`config.mk`:
```
export PLATFORM = sky130hd
export DESIGN_NAME = dma_addr_seq
export DESIGN_NICKNAME = d
export VERILOG_FILES = /design/src/rtl/dma_seq_pkg.sv /design/src/rtl/dma_side_addr.sv /design/src/rtl/dma_burst_cnt.sv /design/src/rtl/dma_addr_seq.sv
export SDC_FILE = /design/constraint.sdc
export NUM_CORES = 1
export LEC_CHECK = 0
export ABC_AREA = 1
export BUFFER_PORTS_ARGS = -buffer_cell sky130_fd_sc_hd__buf_2
export CORE_UTILIZATION = 45
export CTS_CLUSTER_DIAMETER = 200
export DETAILED_ROUTE_END_ITERATION = 8
export GPL_TIMING_DRIVEN = 0
export PLACE_DENSITY_LB_ADDON = 0.05
export SYNTH_ARGS = -nofsm -noshare
export SYNTH_HDL_FRONTEND = slang
export SYNTH_HIERARCHICAL = 1
export SYNTH_SLANG_ARGS = --single-unit
```
`constraint.sdc`:
```
create_clock -name clk -period 8.9 [get_ports clk]
set_input_delay 1.335 -clock clk [delete_from_list [all_inputs] [get_ports clk]]
set_output_delay 1.335 -clock clk [all_outputs]
set_load 0.05 [all_outputs]
```
`src/rtl/dma_seq_pkg.sv`:
```
package dma_seq_pkg;

    typedef enum logic [1:0] {
        S_IDLE  = 2'd0,
        S_ARMED = 2'd1,
        S_RD    = 2'd2,
        S_WR    = 2'd3
    } seq_state_t;

endpackage

```
`src/rtl/dma_side_addr.sv`:
```
module dma_side_addr #(
    parameter int ADDR_W = 22,
    parameter int STEP_W = 16,
    parameter int WRAP_W = 16
) (
    input  logic              clk,
    input  logic              rst_n,
    input  logic              load,
    input  logic              word_adv,
    input  logic              burst_adv,
    input  logic [ADDR_W-1:0] beg_sh,
    input  logic [ADDR_W-1:0] cur_sh,
    input  logic [STEP_W-1:0] bstep,
    input  logic [STEP_W-1:0] tstep,
    input  logic [STEP_W-1:0] wstep,
    input  logic [WRAP_W-1:0] wsize,
    output logic [ADDR_W-1:0] cur_addr
);
    localparam int EXT_W = ADDR_W - STEP_W;

    function automatic logic [ADDR_W-1:0] sext(input logic [STEP_W-1:0] s);
        return {{EXT_W{s[STEP_W-1]}}, s};
    endfunction

    logic [ADDR_W-1:0] beg_q;
    logic [ADDR_W-1:0] cur_q;
    logic [ADDR_W-1:0] beg_nx;
    logic [WRAP_W-1:0] wcnt_q;
    logic              wrap_hit;

    assign beg_nx   = beg_q + sext(wstep);
    assign wrap_hit = (wcnt_q == '0);
    assign cur_addr = cur_q;

    always_ff @(posedge clk) begin
        if (!rst_n) begin
            beg_q  <= '0;
            cur_q  <= '0;
            wcnt_q <= '0;
        end else if (load) begin
            beg_q  <= beg_sh;
            cur_q  <= cur_sh;
            wcnt_q <= wsize;
        end else if (word_adv) begin
            cur_q <= cur_q + sext(bstep);
        end else if (burst_adv) begin
            if (wrap_hit) begin
                beg_q  <= beg_nx;
                cur_q  <= beg_nx;
                wcnt_q <= wsize;
            end else begin
                cur_q  <= cur_q + sext(tstep);
                wcnt_q <= wcnt_q - WRAP_W'(1);
            end
        end
    end

endmodule

```
`src/rtl/dma_burst_cnt.sv`:
```
module dma_burst_cnt #(
    parameter int BLEN_W = 5,
    parameter int XLEN_W = 16
) (
    input  logic              clk,
    input  logic              rst_n,
    input  logic              load,
    input  logic              word_adv,
    input  logic              burst_adv,
    input  logic [BLEN_W-1:0] blen,
    input  logic [XLEN_W-1:0] xlen,
    output logic              last_word,
    output logic              last_burst,
    output logic              first_burst
);
    logic [BLEN_W-1:0] wcnt_q;
    logic [XLEN_W-1:0] bcnt_q;
    logic              first_q;

    assign last_word   = (wcnt_q == '0);
    assign last_burst  = (bcnt_q == '0);
    assign first_burst = first_q;

    always_ff @(posedge clk) begin
        if (!rst_n) begin
            wcnt_q  <= '0;
            bcnt_q  <= '0;
            first_q <= 1'b0;
        end else if (load) begin
            wcnt_q  <= blen;
            bcnt_q  <= xlen;
            first_q <= 1'b1;
        end else if (word_adv) begin
            wcnt_q <= wcnt_q - BLEN_W'(1);
        end else if (burst_adv) begin
            wcnt_q  <= blen;
            bcnt_q  <= bcnt_q - XLEN_W'(1);
            first_q <= 1'b0;
        end
    end

endmodule

```
`src/rtl/dma_addr_seq.sv`:
```
module dma_addr_seq #(
    parameter int ADDR_W = 22,
    parameter int DATA_W = 16,
    parameter int STEP_W = 16,
    parameter int BLEN_W = 5,
    parameter int XLEN_W = 16,
    parameter int WRAP_W = 16
) (
    input  logic              clk,
    input  logic              rst_n,
    input  logic              start,
    input  logic              trig,
    input  logic [ADDR_W-1:0] cfg_src_beg_sh,
    input  logic [ADDR_W-1:0] cfg_src_cur_sh,
    input  logic [ADDR_W-1:0] cfg_dst_beg_sh,
    input  logic [ADDR_W-1:0] cfg_dst_cur_sh,
    input  logic [BLEN_W-1:0] cfg_blen,
    input  logic [XLEN_W-1:0] cfg_xlen,
    input  logic [STEP_W-1:0] cfg_src_bstep,
    input  logic [STEP_W-1:0] cfg_dst_bstep,
    input  logic [STEP_W-1:0] cfg_src_tstep,
    input  logic [STEP_W-1:0] cfg_dst_tstep,
    input  logic [STEP_W-1:0] cfg_src_wstep,
    input  logic [STEP_W-1:0] cfg_dst_wstep,
    input  logic [WRAP_W-1:0] cfg_src_wsize,
    input  logic [WRAP_W-1:0] cfg_dst_wsize,
    input  logic              cfg_oneshot,
    input  logic              cfg_cont,
    input  logic              cfg_irq_at_end,
    output logic              mem_rd_en,
    output logic [ADDR_W-1:0] mem_rd_addr,
    input  logic [DATA_W-1:0] mem_rd_data,
    output logic              mem_wr_en,
    output logic [ADDR_W-1:0] mem_wr_addr,
    output logic [DATA_W-1:0] mem_wr_data,
    output logic              busy,
    output logic              run,
    output logic              irq
);
    import dma_seq_pkg::*;

    seq_state_t        state_q;
    seq_state_t        state_d;
    logic              load;
    logic              word_adv;
    logic              burst_adv;
    logic              launch;
    logic              pend_q;
    logic              irq_q;
    logic              word_last;
    logic              burst_last;
    logic              burst_first;
    logic              xfer_end;
    logic [ADDR_W-1:0] src_addr;
    logic [ADDR_W-1:0] dst_addr;

    // The two sides share one address generator design.
    dma_side_addr #(.ADDR_W(ADDR_W), .STEP_W(STEP_W), .WRAP_W(WRAP_W)) u_src (
        .clk      (clk),
        .rst_n    (rst_n),
        .load     (load),
        .word_adv (word_adv),
        .burst_adv(burst_adv),
        .beg_sh   (cfg_src_beg_sh),
        .cur_sh   (cfg_src_cur_sh),
        .bstep    (cfg_src_bstep),
        .tstep    (cfg_src_tstep),
        .wstep    (cfg_src_wstep),
        .wsize    (cfg_src_wsize),
        .cur_addr (src_addr)
    );

    dma_side_addr #(.ADDR_W(ADDR_W), .STEP_W(STEP_W), .WRAP_W(WRAP_W)) u_dst (
        .clk      (clk),
        .rst_n    (rst_n),
        .load     (load),
        .word_adv (word_adv),
        .burst_adv(burst_adv),
        .beg_sh   (cfg_dst_beg_sh),
        .cur_sh   (cfg_dst_cur_sh),
        .bstep    (cfg_dst_bstep),
        .tstep    (cfg_dst_tstep),
        .wstep    (cfg_dst_wstep),
        .wsize    (cfg_dst_wsize),
        .cur_addr (dst_addr)
    );

    dma_burst_cnt #(.BLEN_W(BLEN_W), .XLEN_W(XLEN_W)) u_cnt (
        .clk        (clk),
        .rst_n      (rst_n),
        .load       (load),
        .word_adv   (word_adv),
        .burst_adv  (burst_adv),
        .blen       (cfg_blen),
        .xlen       (cfg_xlen),
        .last_word  (word_last),
        .last_burst (burst_last),
        .first_burst(burst_first)
    );

    // State register.
    always_ff @(posedge clk) begin
        if (!rst_n) begin
            state_q <= S_IDLE;
        end else begin
            state_q <= state_d;
        end
    end

    // Next state and the strobes to the datapath.
    always_comb begin
        state_d   = state_q;
        load      = 1'b0;
        word_adv  = 1'b0;
        burst_adv = 1'b0;
        launch    = 1'b0;
        unique case (state_q)
            S_IDLE: begin
                if (start) begin
                    load    = 1'b1;
                    state_d = S_ARMED;
                end
            end
            S_ARMED: begin
                if (trig || pend_q) begin
                    launch  = 1'b1;
                    state_d = S_RD;
                end
            end
            S_RD: begin
                state_d = S_WR;
            end
            S_WR: begin
                if (!word_last) begin
                    word_adv = 1'b1;
                    state_d  = S_RD;
                end else if (!burst_last) begin
                    burst_adv = 1'b1;
                    state_d   = cfg_oneshot ? S_RD : S_ARMED;
                end else if (cfg_cont) begin
                    load    = 1'b1;
                    state_d = S_ARMED;
                end else begin
                    state_d = S_IDLE;
                end
            end
            default: state_d = S_IDLE;
        endcase
    end

    assign xfer_end = (state_q == S_WR) && word_last && burst_last;

    // Pending trigger flag and registered interrupt.
    always_ff @(posedge clk) begin
        if (!rst_n) begin
            pend_q <= 1'b0;
            irq_q  <= 1'b0;
        end else begin
            if (state_q == S_IDLE || launch) begin
                pend_q <= 1'b0;
            end else if (trig && (state_q == S_RD || state_q == S_WR)) begin
                pend_q <= 1'b1;
            end
            irq_q <= cfg_irq_at_end ? xfer_end : (launch && burst_first);
        end
    end

    // Outputs.
    always_comb begin
        mem_rd_en   = (state_q == S_RD);
        mem_wr_en   = (state_q == S_WR);
        mem_rd_addr = src_addr;
        mem_wr_addr = dst_addr;
        mem_wr_data = mem_rd_data;
        busy        = (state_q == S_RD) || (state_q == S_WR);
        run         = (state_q != S_IDLE);
        irq         = irq_q;
    end

endmodule

```
==> flow_metrics.py, run 1 <==
metrics = {
    "clocking": {
        "cts.repair.resized": 0,
        "cts_root_buf": "clkbuf_16",
        "cts_hold_buf": 0,
        "clockBufferDepth": 2,
        "path_clk_slew_ns": 0.06,
        "numCtsBuffers": 17,
        "clock-sinks": 146,
        "clock_latency_ns": 0.45,
        "post_cts_buffers": 0,
        "cts.htree.levels": 4,
        "cts_tree": "done",
    },
    "route": {
        "drt_wl_total_mm": 66.3,
        "drc": 0,
        "drtIter0Drc": 1978,
        "num_vias": 20600,
        "antenna_left": 0,
        "wl_per_cell_um": 17.8,
        "dr.pass1.iters": 8,
        "vias_per_cell": 5.51,
    },
    "setup_path": {
        "r2r-start": "u_cnt/bcnt_q[0]",
        "critPathKind": "flop to flop",
        "max_stage_delay_ns": 0.61,
        "critPathMaxFanout": 14,
        "crit_buf_inv": 6,
        "start_kind": "flop",
        "critPathTopFamily": "buffers and inverters",
        "cp_slowest_cell": "clkbuf_1",
        "cp.arrival_ns": 4.44,
        "path_cells": "inv_1, ha_1, nand2_1, nor2_1, nand2_1, nor4_1, inv_1, nor2_1, nand2_1, a21oi_2, buf_8, clkbuf_1, clkbuf_1, nand2_1, nand3_1, o211ai_1, inv_1",
        "crit_path_end_kind": "flop",
        "worst_path_most_repeated_cell": "nand2_1",
        "required_ns": 9.30,
        "crit_start": "u_cnt/bcnt_q[0]",
    },
    "pwr": {
        "leakage_nw": 10.8,
        "switching_share_pct": 59.4,
        "internal-power_mw": 3.20,
        "total_power_mw": 7.89,
        "p_per_area_mw_per_mm2": 406,
        "p_sw_mw": 4.69,
        "seqPwrFrac_pct": 15.4,
        "pwr-share-comb_pct": 75.6,
        "clkPwrFrac_pct": 9.0,
        "ir_worst_vdd_mv": 0.207,
    },
    "sta": {
        "final.setup.worst_slack_ns": 4.86,
        "max_clock_freq_ghz": 0.248,
        "skew_ns": 0.00953,
        "tightest_slew_ns": 0.979,
        "hold_viol": 0,
        "fin_crit_ns": 4.04,
        "rsz0062_at_grt": "false",
        "relSlewSlack_pct": 34.7,
        "finalMaxSlewViolations": 0,
        "tns_ns": 0,
        "setup_viol": 0,
        "post-route-period-util_pct": 45.4,
    },
    "finish": {
        "fin_cells": 3731,
        "area_growth_pct": 16.1,
        "seqCellArea_mm2": 0.00292,
        "nFillCells": 3992,
        "drive_above_1_share_pct": 13.7,
        "antennaDiodeCount": 0,
        "nNetsFinal": 3650,
        "layout_common_cells": "900 x nand2_1, 360 x inv_1, 323 x buf_2, 309 x nor2_1, 268 x nand3_1",
        "final_core_util_pct": 53.1,
        "final_common_cell": "nand2_1",
        "multi_input_area_mm2": 0.0119,
    },
    "grt": {
        "grt_max_degree": 17,
        "grtUsageTotal_pct": 34.1,
        "grt_pass1_vias": 18800,
        "grt_pass1_wl_mm": 101,
        "overflow": 0,
        "antenna_found_initial": 0,
    },
    "place": {
        "dp_hpwl_mm": 54.2,
        "gp_congestion": 0.998,
        "dp_cells": 3699,
        "dp_slack_ns": 5.00,
        "portBuffers": 308,
    },
    "run": {
        "max_cap_viol_count": 0,
    },
    "outcome": {
        "run_status": "complete, no violations",
    },
    "floorplanning": {
        "num_rows": 70,
        "fp.dieW_um": 195,
        "die-area_mm2": 0.0380,
        "initial_core_util_pct": 45.7,
        "ioPinCount": 325,
        "dieHeight_um": 195,
        "coreArea_mm2": 0.0366,
    },
    "synth": {
        "synth_top_cell_by_area": "nand2_1",
        "synth_nets": 3322,
        "synth_area_leaders": "nand2_1 20%, dfxtp_1 17%, ha_1 10%, inv_1 8.1%, nand3_1 8.0%",
        "netlist_area_mm2": 0.0167,
        "synthFlopType": "dfxtp_1",
        "synth-edff-count": 0,
        "yosys_warnings": 6,
        "async_flop_share_pct": 0,
        "yosysTopAreaCellShare_pct": 20.2,
        "netlist_instances": 2922,
        "seq_area_frac_synth_pct": 17.5,
        "synth_area_per_cell_um2": 5.73,
        "synth-seq-cells": 146,
        "synth_cell_type_count": 54,
    },
    "worst_hold_path": {
        "min-delay-path-class": "flop to flop",
        "hp-start": "u_cnt/wcnt_q[4]",
    },
}
-- routing by layer --
metal  up-vias  part of all wire [%]  global-route usage [%]
met5         -                     0                       0
met4         0                   3.1                    13.1
met3       122                   8.8                    4.95
met2       940                    43                    53.5
li1      10200                     -                       -
met1      9307                    45                    46.8
-- per-stage QoR --
stage          hold slack (ns)  instance area, um2
6_report                 0.464               19400
5_1_grt                  0.482               19400
4_1_cts                  0.464               19400
3_5_place_dp             0.456               18900
3_3_place_gp             0.451               18900
2_1_floorplan            0.433               16700
-- cell families after synthesis --
group	after synthesis	share of synthesized area (%)
AO/OA/AOI/OAI	520	17.2
XOR/XNOR	59	3.09
adder cells (fa/ha/maj)	140	10.7
buffers and inverters	463	11.4
flip-flops	146	17.5
AND/OR/NAND/NOR	1594	40.1
-- sequential cells by signal (all words and copies together), names as in the netlist --
signal / count
u_dst/beg_q: 22
u_dst/cur_addr: 22
u_src/beg_q: 22
u_src/cur_addr: 22
u_cnt/bcnt_q: 16
u_dst/wcnt_q: 16
u_src/wcnt_q: 16
u_cnt/wcnt_q: 5
state_q: 2
irq: 1
pend_q: 1
u_cnt/first_burst: 1
-- path summary, 6_finish.rpt --
path	slack, ns	depth (start not counted)	end
max	4.86	17	u_dst/beg_q[15]
min	0.46	2	u_cnt/wcnt_q[4]
max reg2reg	4.86	17	u_dst/beg_q[15]
min reg2reg	0.46	2	u_cnt/wcnt_q[4]
-- power groups by stage --
| stage | logic, mW | registers (mW) | clock network [mW] |
|---|---|---|---|
| 6_report | 5.97 | 1.22 | 0.710 |
| 5_1_grt | 6.58 | 1.25 | 0.745 |
| 4_1_cts | 5.84 | 1.21 | 0.719 |
| 3_5_place_dp | 5.80 | 1.22 | 0 |
| 3_3_place_gp | 5.73 | 1.22 | 0 |
| 2_1_floorplan | 3.97 | 1.39 | 0 |
-- worst register-to-register path, delay by kind of cell (launching register included) --
family	cells	cell delay [ns]
adders and majority gates	1	0.20
and+or+nand+nor	8	1.53
AOI/OAI and AO/OA	2	0.27
buffers and inverters	6	1.70
DFF	1	0.31
-- cells in the mapped netlist, types with 14 or more instances --
cell	n
inv_1	360
nand2_1	900
xnor2_1	23
buf_2	15
xor2_1	36
a21oi_1	234
clkbuf_1	37
dfxtp_1	146
ha_1	134
a31oi_1	20
nand3_1	268
o21ai_0	162
o211ai_1	33
nand4_1	32
nor2_1	309
nand3b_1	18
o21ai_1	14
o21bai_1	17
buf_4	20
-- final cells by class --
type,count,area share [%]
buffer,86,2.49
clock buffer,22,2.39
clock inverter,10,0.438
inverter,377,7.31
multi-input combinational,2313,61.3
sequential,146,15.0
tap,468,3.01
timing repair buffer,309,8.01
No activity file was read; power rests on OpenSTA's default activity.
==> run 2: changes to the inputs <==
--- a/config.mk
+++ b/config.mk
@@ -5,7 +5,7 @@
 export SDC_FILE = /design/constraint.sdc
 export NUM_CORES = 1
 export LEC_CHECK = 0
-export ABC_AREA = 1
+export ABC_AREA = 0
 export BUFFER_PORTS_ARGS = -buffer_cell sky130_fd_sc_hd__buf_2
 export CORE_UTILIZATION = 45
 export CTS_CLUSTER_DIAMETER = 200
==> constraint.sdc (replaced) <==
create_clock -name clk -period 3.8 [get_ports clk]
set_input_delay 0.57 -clock clk [delete_from_list [all_inputs] [get_ports clk]]
set_output_delay 0.57 -clock clk [all_outputs]
set_load 0.05 [all_outputs]
==> run 2 against run 1 <==
Count of clock-buffer cells in the layout is 3 lower. Sequential share of layout area is 1.5 points higher. Critical endpoint is now u_src/cur_addr[19]. Clock skew is 0.0018 ns higher. Largest power group unchanged. Clock power is 130% higher. Synthesized area is 12% lower. Via count is 18% lower.
==> flow_metrics.py, run 2 <==
metrics = {
    "grt": {
        "grt_pass1_vias": 15700,
        "antenna_found_initial": 4,
        "overflow": 0,
        "grtUsageTotal_pct": 32.7,
        "grt_max_degree": 17,
        "grt_pass1_wl_mm": 85.5,
    },
    "setup_path": {
        "crit_path_end_kind": "flop",
        "start_kind": "flop",
        "critPathMaxFanout": 10,
        "required_ns": 4.12,
        "critPathKind": "flop to flop",
        "cp.arrival_ns": 3.97,
        "reg2regPathDepth": 17,
    },
    "clocking": {
        "clock_latency_ns": 0.44,
        "cts_root_buf": "clkbuf_16",
        "numCtsBuffers": 17,
        "clock-sinks": 146,
        "clockBufferDepth": 2,
        "cts_tree": "done",
        "cts.htree.levels": 4,
        "path_clk_slew_ns": 0.07,
    },
    "finish": {
        "drive_above_1_share_pct": 21.9,
        "fin_cells": 2751,
        "final_common_cell": "buf_2",
        "layout_common_cells": "324 x buf_2, 211 x a21oi_1, 174 x nor2_1, 171 x nand2_1, 165 x o21ai_0",
        "area_growth_pct": 19.5,
        "nNetsFinal": 2699,
    },
    "route": {
        "num_vias": 16800,
        "antenna_left": 0,
        "drtIter0Drc": 1515,
        "drt_wl_total_mm": 55.8,
        "drc": 0,
        "vias_per_cell": 6.12,
        "wl_per_cell_um": 20.3,
        "dr.pass1.iters": 5,
    },
    "place": {
        "dp_slack_ns": -1.36,
        "portBuffers": 308,
        "dp_cells": 2705,
        "gp_congestion": 0.972,
        "dp_hpwl_mm": 43.8,
    },
    "synth": {
        "seq_area_frac_synth_pct": 19.8,
        "synth-seq-cells": 146,
        "netlist_area_mm2": 0.0148,
        "synth-edff-count": 0,
        "synth_top_cell_by_area": "dfxtp_1",
        "synth_area_leaders": "dfxtp_1 20%, ha_1 11%, a21oi_1 7.2%, o21ai_0 5.6%, nor2_1 4.6%",
        "yosysTopAreaCellShare_pct": 19.8,
        "synth_most_common_cell": "a21oi_1",
        "synth.top_cells.by_count": "213 x a21oi_1, 181 x nor2_1, 174 x nand2_1, 165 x o21ai_0, 146 x dfxtp_1",
        "synth_nets": 2361,
        "async_flop_share_pct": 0,
        "synthFlopType": "dfxtp_1",
        "synth_cell_type_count": 111,
        "yosys_warnings": 6,
        "netlist_instances": 1961,
        "synth_area_per_cell_um2": 7.53,
    },
    "worst_hold_path": {
        "hold_depth": 2,
        "min-delay-path-class": "primary input to flop",
    },
    "sta": {
        "hold_viol": 0,
        "final.setup.worst_slack_ns": 0.146,
        "setup_viol": 0,
        "finalMaxSlewViolations": 0,
        "fin_crit_ns": 3.65,
        "skew_ns": 0.0114,
        "max_clock_freq_ghz": 0.274,
        "tightest_slew_ns": 0.844,
        "post-route-period-util_pct": 96.2,
        "rsz0062_at_grt": "false",
        "relSlewSlack_pct": 42.3,
    },
    "pwr": {
        "ir_worst_vdd_mv": 0.494,
        "p_per_area_mw_per_mm2": 881,
        "leakage_nw": 7.86,
    },
    "run": {
        "max_cap_viol_count": 0,
    },
    "floorplanning": {
        "dieHeight_um": 183,
        "num_rows": 65,
        "coreArea_mm2": 0.0320,
        "ioPinCount": 325,
        "fp.dieW_um": 183,
        "initial_core_util_pct": 46.2,
        "die-area_mm2": 0.0335,
    },
    "outcome": {
        "run_status": "complete, no violations",
    },
}
[run 2: cell count changes in the layout (fill, tap and decap cells not counted), sizes merged, moves of 22 or more]
cell,change
nand2b,+22
a21oi,-27
nand2,-733
inv,-322
xnor2,+35
nand3,-217
clkbuf,+22
a21o,+35
nor2,-136
nor3,+58
a211oi,+74
[run 2: critical path, stage by stage, from the launching register on]
cell and delay [ns]:
dfxtp_1 0.33, inv_1 0.08, ha_1 0.19, or4b_4 0.52, or4_4 0.45, nor2_4 0.16, nand4_1 0.16, a21oi_4 0.22
buf_6 0.16, inv_1 0.12, buf_6 0.20, nand2_2 0.10, nor2_1 0.08, clkbuf_4 0.21, a21oi_1 0.16, o31ai_1 0.09
a21oi_1 0.18, o21ai_0 0.11
[run 2: what timing repair did]
action,in CTS,in global routing
endpoints found under the setup margin,131,82
setup buffers,4,6
hold buffers,0,0
pin swaps,3,3
gates resized for setup,34,22
[run 2: logic make-up (layout without fill, tap and decap cells)]
kind of cell | count (synthesis) | count (layout) | synth area share (%)
AO/OA/AOI/OAI | 746 | 746 | 33.4
multiplexers | 19 | 19 | 1.30
buffers and inverters | 159 | 510 | 5.44
other | 0 | 4 | 0
XOR/XNOR | 111 | 111 | 6.58
flip-flops | 146 | 146 | 19.8
adder cells (fa/ha/maj) | 140 | 140 | 12.2
AND/OR/NAND/NOR | 640 | 640 | 21.3
[run 2: worst paths after layout]
kind / from / end / slack, ns
hold / removal: cfg_xlen[2] / u_cnt/bcnt_q[2] / 0.39
hold reg to reg: u_dst/beg_q[2] / u_dst/beg_q[2] / 0.46
setup reg to reg: u_cnt/bcnt_q[0] / u_src/cur_addr[19] / 0.15
setup / recovery: u_cnt/bcnt_q[0] / u_src/cur_addr[19] / 0.15
[run 2: stage by stage]
stage	utilization, %	hold slack (ns)	cell area (um2)	setup TNS [ns]	total power, mW
after floorplan	-	0.436	14800	0	10.8
after CTS	54.8	0.365	17500	0	15.3
after global placement	52.7	0.444	16900	-152.71	13.4
final	55.2	0.391	17600	0	15.6
after global routing	55.2	0.383	17600	0	16.7
after detailed placement	52.8	0.449	16900	-111.32	13.5
[run 2: per-layer routing]
| metal | part of all wire (%) | global-route usage (%) | wire length [um] | vias up |
|---|---|---|---|---|
| li1 | - | - | - | 8012 |
| met4 | 3.1 | 12.9 | 1710 | 0 |
| met1 | 46 | 47.1 | 25800 | 7907 |
| met3 | 8.4 | 4.49 | 4690 | 102 |
| met5 | 0 | 0 | 0 | - |
| met2 | 42 | 48.9 | 23600 | 826 |
[run 2: power by group]
group	switching (mW)	total, mW	internal (mW)
Combinational	7.02	11.3	4.23
Sequential	0.567	2.64	2.08
Clock	0.788	1.65	0.864
[run 2: final cells by class]
cell class | instances | area (um2)
multi-input combinational | 1656 | 11100
fill | 3231 | 14300
clock buffer | 19 | 443
timing repair buffer | 319 | 1630
antenna | 4 | 10.0
sequential | 146 | 2920
tap | 435 | 544
clock inverter | 13 | 103
buffer | 111 | 661
inverter | 48 | 184
